File: config.mk
export PLATFORM = sky130hd
export DESIGN_NAME = div_trap_unit
export DESIGN_NICKNAME = d
export VERILOG_FILES = /design/src/rtl/div_trap_pkg.sv /design/src/rtl/div_trap_datapath.sv /design/src/rtl/div_trap_ctrl.sv /design/src/rtl/div_trap_unit.sv
export SDC_FILE = /design/constraint.sdc
export NUM_CORES = 1
export LEC_CHECK = 0
export ABC_CLOCK_PERIOD_IN_PS = 7600
export BUFFER_PORTS_ARGS = -buffer_cell sky130_fd_sc_hd__buf_2
export CORE_UTILIZATION = 40
export DETAILED_ROUTE_END_ITERATION = 6
export PLACE_DENSITY = 0.6
export SLEW_MARGIN = 20
export SYNTH_ARGS = -nofsm -noshare
export SYNTH_HDL_FRONTEND = slang
export SYNTH_SLANG_ARGS = --single-unit
File: constraint.sdc
create_clock -name clk -period 7.6 [get_ports clk]
set_clock_uncertainty 0.1 [all_clocks]
set_input_delay 0.76 -clock clk [delete_from_list [all_inputs] [get_ports clk]]
set_output_delay 0.76 -clock clk [all_outputs]
set_load 0.02 [all_outputs]
File: src/rtl/div_trap_pkg.sv
package div_trap_pkg;

  typedef enum logic [2:0] {
    ST_IDLE,
    ST_SETUP,
    ST_ITER,
    ST_FIX,
    ST_DONE
  } divState_t;

  // Strobes from control to datapath
  typedef struct packed {
    logic load;    // capture operands
    logic setup;   // magnitudes into the iteration registers
    logic step;    // one quotient bit
    logic commit;  // signed fixup and result write
  } dpStrobe_t;

  // Operand width for a size code: 0 -> quarter, 1 -> half, 2/3 -> full
  function automatic int unsigned sizeWidth(logic [1:0] sz, int unsigned dw);
    case (sz)
      2'd0:    return dw / 4;
      2'd1:    return dw / 2;
      default: return dw;
    endcase
  endfunction

endpackage

File: src/rtl/div_trap_datapath.sv
module div_trap_datapath
  import div_trap_pkg::*;
#(
  parameter int unsigned DATA_W = 32,
  localparam int unsigned CNT_W = $clog2(DATA_W + 1)
) (
  input  logic              clk,
  input  logic              rstN,
  input  dpStrobe_t         strobe,
  input  logic [1:0]        sizeSel,
  input  logic              signedOp,
  input  logic [DATA_W-1:0] hiHalf,
  input  logic [DATA_W-1:0] loHalf,
  input  logic [DATA_W-1:0] divisor,
  output logic              earlyErr,
  output logic              lateErr,
  output logic [CNT_W-1:0]  stepLimit,
  output logic [DATA_W-1:0] quotient,
  output logic [DATA_W-1:0] remainder
);

  localparam int unsigned WIDE_W = 2 * DATA_W;

  // Latched operands
  logic [DATA_W-1:0] opHi, opLo, opDiv;
  logic [1:0]        opSize;
  logic              opSigned;

  always_ff @(posedge clk or negedge rstN) begin
    if (!rstN) begin
      opHi     <= '0;
      opLo     <= '0;
      opDiv    <= '0;
      opSize   <= '0;
      opSigned <= 1'b0;
    end else if (strobe.load) begin
      opHi     <= hiHalf;
      opLo     <= loHalf;
      opDiv    <= divisor;
      opSize   <= sizeSel;
      opSigned <= signedOp;
    end
  end

  // Width-dependent masks
  int unsigned       opWidth;
  logic [DATA_W-1:0] opMask;
  logic [WIDE_W-1:0] wideMask;

  always_comb begin
    opWidth = sizeWidth(opSize, DATA_W);
    for (int i = 0; i < DATA_W; i++) opMask[i] = (i < opWidth) ? 1'b1 : 1'b0;
    for (int i = 0; i < WIDE_W; i++) wideMask[i] = (i < 2 * opWidth) ? 1'b1 : 1'b0;
  end

  assign stepLimit = CNT_W'(opWidth);

  // Magnitude preparation
  logic [WIDE_W-1:0] rawDvd, extDvd, magDvd, hiMag;
  logic [DATA_W-1:0] loMag, rawDvs, extDvs, magDvs;
  logic              dvdSign, dvsSign;

  always_comb begin
    rawDvd  = ({{DATA_W{1'b0}}, opHi & opMask} << opWidth)
            | {{DATA_W{1'b0}}, opLo & opMask};
    dvdSign = opSigned & rawDvd[2 * opWidth - 1];
    extDvd  = dvdSign ? (rawDvd | ~wideMask) : rawDvd;
    magDvd  = dvdSign ? (~extDvd + 1'b1) : extDvd;
    hiMag   = magDvd >> opWidth;
    loMag   = magDvd[DATA_W-1:0] & opMask;

    rawDvs  = opDiv & opMask;
    dvsSign = opSigned & rawDvs[opWidth - 1];
    extDvs  = dvsSign ? (rawDvs | ~opMask) : rawDvs;
    magDvs  = (dvsSign ? (~extDvs + 1'b1) : extDvs) & opMask;

    // zero divisor, or a quotient magnitude of 2^w or more
    earlyErr = (magDvs == '0) || (hiMag >= {{DATA_W{1'b0}}, magDvs});
  end

  // Iteration registers
  logic [DATA_W-1:0] remReg, qReg, dMagReg;
  logic              qNegReg, rNegReg;
  logic [DATA_W:0]   trial;
  logic              qBit;

  always_comb begin
    trial = {remReg, qReg[DATA_W-1]};
    qBit  = (trial >= {1'b0, dMagReg});
  end

  always_ff @(posedge clk or negedge rstN) begin
    if (!rstN) begin
      remReg  <= '0;
      qReg    <= '0;
      dMagReg <= '0;
      qNegReg <= 1'b0;
      rNegReg <= 1'b0;
    end else if (strobe.setup) begin
      remReg  <= hiMag[DATA_W-1:0];
      qReg    <= loMag << (DATA_W - opWidth);
      dMagReg <= magDvs;
      qNegReg <= dvdSign ^ dvsSign;
      rNegReg <= dvdSign;
    end else if (strobe.step) begin
      remReg <= qBit ? DATA_W'(trial - {1'b0, dMagReg}) : trial[DATA_W-1:0];
      qReg   <= {qReg[DATA_W-2:0], qBit};
    end
  end

  // Sign fixup and range check
  logic [DATA_W-1:0] posLimit, negLimit, qFinal, rFinal;

  always_comb begin
    posLimit = opMask >> 1;
    negLimit = posLimit + 1'b1;
    lateErr  = opSigned && (qNegReg ? (qReg > negLimit) : (qReg > posLimit));
    qFinal   = (qNegReg ? (~qReg + 1'b1) : qReg) & opMask;
    rFinal   = (rNegReg ? (~remReg + 1'b1) : remReg) & opMask;
  end

  always_ff @(posedge clk or negedge rstN) begin
    if (!rstN) begin
      quotient  <= '0;
      remainder <= '0;
    end else if (strobe.commit && !lateErr) begin
      quotient  <= qFinal;
      remainder <= rFinal;
    end
  end

  AST_REM_BELOW_DIVISOR: assert property (@(posedge clk) disable iff (!rstN)
    strobe.step |-> (remReg < dMagReg));

  AST_REM_SIGN: assert property (@(posedge clk) disable iff (!rstN)
    (strobe.commit && !lateErr && opSigned && (remReg != '0))
      |=> (remainder[stepLimit - 1'b1] == rNegReg));

endmodule

File: src/rtl/div_trap_ctrl.sv
module div_trap_ctrl
  import div_trap_pkg::*;
#(
  parameter int unsigned DATA_W = 32,
  localparam int unsigned CNT_W = $clog2(DATA_W + 1)
) (
  input  logic             clk,
  input  logic             rstN,
  input  logic             start,
  input  logic             earlyErr,
  input  logic             lateErr,
  input  logic [CNT_W-1:0] stepLimit,
  output dpStrobe_t        strobe,
  output logic             busy,
  output logic             done,
  output logic             divTrap
);

  divState_t        state, nextState;
  logic [CNT_W-1:0] stepCnt;
  logic             lastStep;

  assign lastStep = (stepCnt == stepLimit - 1'b1);

  always_comb begin
    nextState = state;
    case (state)
      ST_IDLE:  if (start) nextState = ST_SETUP;
      ST_SETUP: nextState = earlyErr ? ST_DONE : ST_ITER;
      ST_ITER:  if (lastStep) nextState = ST_FIX;
      ST_FIX:   nextState = ST_DONE;
      ST_DONE:  nextState = ST_IDLE;
      default:  nextState = ST_IDLE;
    endcase
  end

  always_comb begin
    strobe.load   = (state == ST_IDLE) && start;
    strobe.setup  = (state == ST_SETUP);
    strobe.step   = (state == ST_ITER);
    strobe.commit = (state == ST_FIX);
  end

  always_ff @(posedge clk or negedge rstN) begin
    if (!rstN) begin
      state   <= ST_IDLE;
      stepCnt <= '0;
      divTrap <= 1'b0;
    end else begin
      state <= nextState;
      if (state == ST_SETUP)     stepCnt <= '0;
      else if (state == ST_ITER) stepCnt <= stepCnt + 1'b1;
      if (strobe.load)                           divTrap <= 1'b0;
      else if ((state == ST_SETUP) && earlyErr)  divTrap <= 1'b1;
      else if ((state == ST_FIX) && lateErr)     divTrap <= 1'b1;
    end
  end

  assign busy = (state == ST_SETUP) || (state == ST_ITER) || (state == ST_FIX);
  assign done = (state == ST_DONE);

  AST_DONE_PULSE: assert property (@(posedge clk) disable iff (!rstN)
    done |=> !done);

  AST_BUSY_UNTIL_DONE: assert property (@(posedge clk) disable iff (!rstN)
    busy |=> (busy || done));

  AST_EARLY_TRAP: assert property (@(posedge clk) disable iff (!rstN)
    ((state == ST_SETUP) && earlyErr) |=> (done && divTrap));

  AST_LATE_TRAP: assert property (@(posedge clk) disable iff (!rstN)
    ((state == ST_FIX) && lateErr) |=> (done && divTrap));

  AST_STEP_BOUND: assert property (@(posedge clk) disable iff (!rstN)
    (state == ST_ITER) |-> (stepCnt < stepLimit));

endmodule

File: src/rtl/div_trap_unit.sv
module div_trap_unit
  import div_trap_pkg::*;
#(
  parameter int unsigned DATA_W = 32
) (
  input  logic              clk,
  input  logic              rstN,
  input  logic              start,
  input  logic [1:0]        sizeSel,
  input  logic              signedOp,
  input  logic [DATA_W-1:0] hiHalf,
  input  logic [DATA_W-1:0] loHalf,
  input  logic [DATA_W-1:0] divisor,
  output logic              busy,
  output logic              done,
  output logic              divTrap,
  output logic [DATA_W-1:0] quotient,
  output logic [DATA_W-1:0] remainder
);

  localparam int unsigned CNT_W = $clog2(DATA_W + 1);

  dpStrobe_t        strobe;
  logic             earlyErr, lateErr;
  logic [CNT_W-1:0] stepLimit;

  div_trap_ctrl #(.DATA_W(DATA_W)) ctrlInst (
    .clk      (clk),
    .rstN     (rstN),
    .start    (start),
    .earlyErr (earlyErr),
    .lateErr  (lateErr),
    .stepLimit(stepLimit),
    .strobe   (strobe),
    .busy     (busy),
    .done     (done),
    .divTrap  (divTrap)
  );

  div_trap_datapath #(.DATA_W(DATA_W)) dpInst (
    .clk      (clk),
    .rstN     (rstN),
    .strobe   (strobe),
    .sizeSel  (sizeSel),
    .signedOp (signedOp),
    .hiHalf   (hiHalf),
    .loHalf   (loHalf),
    .divisor  (divisor),
    .earlyErr (earlyErr),
    .lateErr  (lateErr),
    .stepLimit(stepLimit),
    .quotient (quotient),
    .remainder(remainder)
  );

  AST_TRAP_HOLDS_RESULT: assert property (@(posedge clk) disable iff (!rstN)
    (done && divTrap) |-> ($stable(quotient) && $stable(remainder)));

endmodule

==> qor.yml <==
clock_network:
  cts_hold_buffers: 0
  path_clk_slew_ns: 0.06
  clk-insertion-delay-late_ns: 0.60
  cts_buffers: 31
  cts_root_buf: "clkbuf_16"
  cts_tree: "built"
  cts-resized-gates: 0
  clk_path_buf_depth: 3
  post_cts_buffers: 0
  cts_sinks: 271
  htreeDepth: 1
drt:
  drtIter0Drc: 1840
  vias_per_cell: 6.01
  vias: 19647
  wirelength_um: 74500
  drtPass1Iterations: 7
  ant_nets: 0
  wire_per_inst_um: 22.8
  drc_errors: 18
die:
  row_count: 84
  io_pins: 169
  dieArea_mm2: 0.0544
  fp.coreArea_mm2: 0.0528
  die_w_um: 233
  die_h_um: 233
  initial_core_util: 0.406
synthesis:
  ys_async_sr_fraction: 1.00
  synthFlopType: "dfrtp_1"
  synth_top_family_by_area: "compound AO/OA/AOI/OAI gates"
  synth_mux_area_frac: 0.116
  ys_warn_count: 0
  synthXorXnorAreaFrac: 0.0589
  yosys.area_share.simple: 0.184
  yosys.area.top_type_share: 0.317
  syn_inst: 2464
  synth-compound-area-share: 0.210
  ys_seq_elements: 271
  yosysTopAreaCell: "dfrtp_1"
  syn_area_mm2: 0.0214
  post_synth_fa_ha_maj_area_fraction: 0.0629
  syn_avg_cell_area_um2: 8.69
  synth-edff-count: 0
  seq_area_frac_synth: 0.317
  ys_types: 113
  synth_area_leaders: "dfrtp_1 32%, ha_1 6.2%, mux2_2 6.0%"
final_layout:
  area_growth_pct: 11.5
  drive_gt1_frac: 0.170
  n_antenna_cell: 0
  final_util: 0.452
  layout.nets: 2770
timing:
  rsz0062_at_grt: "false"
  period_share: 0.897
  post-route-min-period_ns: 6.81
  slew_viol_final: 0
  tns_ns: 0
  finalHoldViolCount: 0
  setup_viol: 0
  holdWs_ns: 0.110
  tightest_slew_ns: 0.964
  fmaxAchievable_mhz: 147
  relSlewSlack: 0.352
worst_setup_path:
  startpoint: "dpInst.opSize[1]$_DFFE_PN0P_"
  cp_slowest_cell: "or4_4"
  path_class: "reg2reg"
  slowest_delay_ns: 0.56
  critPathMostFrequentCell: "a21o_1"
  rrSetupSlack_ns: 0.79
  crit_fanout: 37
  end_kind: "flop"
  reg2reg_from: "dpInst.opSize[1]$_DFFE_PN0P_"
  cp_cell_sequence: "nor2b_1 -> inv_2 -> ha_4 -> nand2b_1 -> a22oi_1 -> ha_1 -> nand2b_1 -> nor3_1 -> and4bb_2 -> nand3_2 -> or4_4 -> or3_4 -> a31oi_4 -> nor2_1 -> ha_1 -> a21o_1 -> a21o_1 -> a21o_1 -> a21o_1 -> a211oi_1 -> o21ai_0 -> or4_1 -> a21oi_1 -> o21ai_0"
  worstSetupStartpointType: "flop"
  cp.required_ns: 7.95
  cp.arrival_ns: 7.17
  r2r-end: "ctrlInst.divTrap$_DFFE_PN0P_"
  ff2ff_path_depth: 24
placement:
  place_hpwl_um: 56900
  port_buffers: 168
  routabilityCongestion: 0.934
worst_hold_path:
  worstHoldPathType: "in2async"
global_route:
  grt_max_degree: 108
  grt_pass1_vias: 18786
  grt_overflow: 0
  antenna_found_initial: 0
  grt_pass1_wl_um: 115000
  grt.total_usage: 0.272
status:
  failed_checks: "DRC"
  outcome: "finished with violations"
job:
  drv_cap: 0
cells by family (layout without fill, tap and decap cells):
| family | Yosys count | count (layout) |
|---|---|---|
| and+or+nand+nor | 782 | 782 |
| AOI/OAI and AO/OA | 671 | 671 |
| DFF | 271 | 271 |
| buffers and inverters | 256 | 372 |
| muxes | 231 | 231 |
| xor gates and xnor gates | 144 | 144 |
| adders and majority gates | 107 | 107 |
| other | 2 | 5 |
how the worst max path moves through the flow:
stage	cells after the start	endpoint
2_1_floorplan	29	ctrlInst.state[2]$_DFFE_PN0P_
3_3_place_gp	24	ctrlInst.divTrap$_DFFE_PN0P_
3_5_place_dp	24	ctrlInst.divTrap$_DFFE_PN0P_
4_1_cts	24	ctrlInst.divTrap$_DFFE_PN0P_
5_1_grt	24	ctrlInst.divTrap$_DFFE_PN0P_
6_report	24	ctrlInst.divTrap$_DFFE_PN0P_
synth_stat cells, types with 22 or more instances:
library cell    n
a21o_1         39
a21oi_1       136
a31oi_1        42
clkbuf_1       95
dfrtp_1       271
ha_1          106
inv_1         102
mux2_2        114
mux2i_1        99
nand2_1       257
nand2b_1       30
nand3_1        43
nand4_1        34
nor2_1        178
nor3_1         45
nor4_1         24
o21ai_0       174
o31ai_1        30
or3_1          22
xnor2_1        97
xor2_1         47
metrics by stage:
stage	cell area [um2]	instances	setup slack, ns
after floorplan	21400	2467	0.972
after global placement	22800	3216	0.971
after detailed placement	22800	3216	0.903
after CTS	23900	3271	0.891
after global routing	23900	3271	0.383
final	23900	3271	0.785
layer usage:
| layer | GRT usage | vias to the layer above | part of all wire |
|---|---|---|---|
| li1 | - | 9227 | - |
| met1 | 0.405 | 9551 | 0.47 |
| met3 | 0.0336 | 107 | 0.073 |
| met2 | 0.412 | 762 | 0.43 |
| met5 | 0 | - | 0 |
| met4 | 0.0715 | 0 | 0.025 |
registers in the layout, summed over array words and instances, names as in the netlist:
register	count
dpInst.opSigned	1
dpInst.rNegReg	1
dpInst.dMagReg	32
dpInst.opSize	2
dpInst.remReg	32
ctrlInst.stepCnt	6
dpInst.qNegReg	1
dpInst.quotient	32
dpInst.opHi	32
dpInst.opDiv	32
dpInst.remainder	32
ctrlInst.divTrap	1
dpInst.qReg	32
ctrlInst.state	3
dpInst.opLo	32
final cells by class:
class / instances / area, um2
fill: 5306 / 28900
multi-input combinational: 1940 / 13600
sequential: 271 / 6790
timing repair buffer: 212 / 1180
tap: 688 / 861
clock buffer: 38 / 842
inverter: 105 / 397
clock inverter: 17 / 200
cells in the final DEF, fill, tap and decap left out, types with 10 or more instances in the layout:
| master | Yosys | layout |
|---|---|---|
| a211o_1 | 14 | 14 |
| a211oi_1 | 12 | 12 |
| a21o_1 | 39 | 39 |
| a21oi_1 | 136 | 136 |
| a221oi_1 | 12 | 12 |
| a22oi_1 | 18 | 18 |
| a31oi_1 | 42 | 42 |
| a32oi_1 | 10 | 10 |
| and2_1 | 17 | 17 |
| and3_1 | 17 | 17 |
| buf_2 | 16 | 167 |
| buf_4 | 7 | 44 |
| clkbuf_16 | 0 | 31 |
| dfrtp_1 | 271 | 268 |
| ha_1 | 106 | 105 |
| inv_1 | 102 | 101 |
| mux2_1 | 18 | 18 |
| mux2_2 | 114 | 114 |
| mux2i_1 | 99 | 99 |
| nand2_1 | 257 | 257 |
| nand2b_1 | 30 | 29 |
| nand3_1 | 43 | 42 |
| nand3b_1 | 17 | 17 |
| nand4_1 | 34 | 34 |
| nor2_1 | 178 | 176 |
| nor2b_1 | 19 | 19 |
| nor3_1 | 45 | 44 |
| nor4_1 | 24 | 24 |
| o211ai_1 | 21 | 21 |
| o21a_1 | 20 | 20 |
| o21ai_0 | 174 | 174 |
| o22ai_1 | 21 | 21 |
| o31ai_1 | 30 | 30 |
| or2_2 | 10 | 10 |
| or3_1 | 22 | 22 |
| or4_1 | 19 | 19 |
| xnor2_1 | 97 | 97 |
| xor2_1 | 47 | 47 |
critical path, delay by kind of cell, from the launching register on:
family          cells  cell delay (ns)
simple gates       10             2.71
compound gates     10             2.08
fa+ha+maj           3             0.99
flops               1             0.55
buf+inv             1             0.24
Power is not shown: default switching activity piles up to over one toggle a cycle in this logic, so the estimate is an artifact.
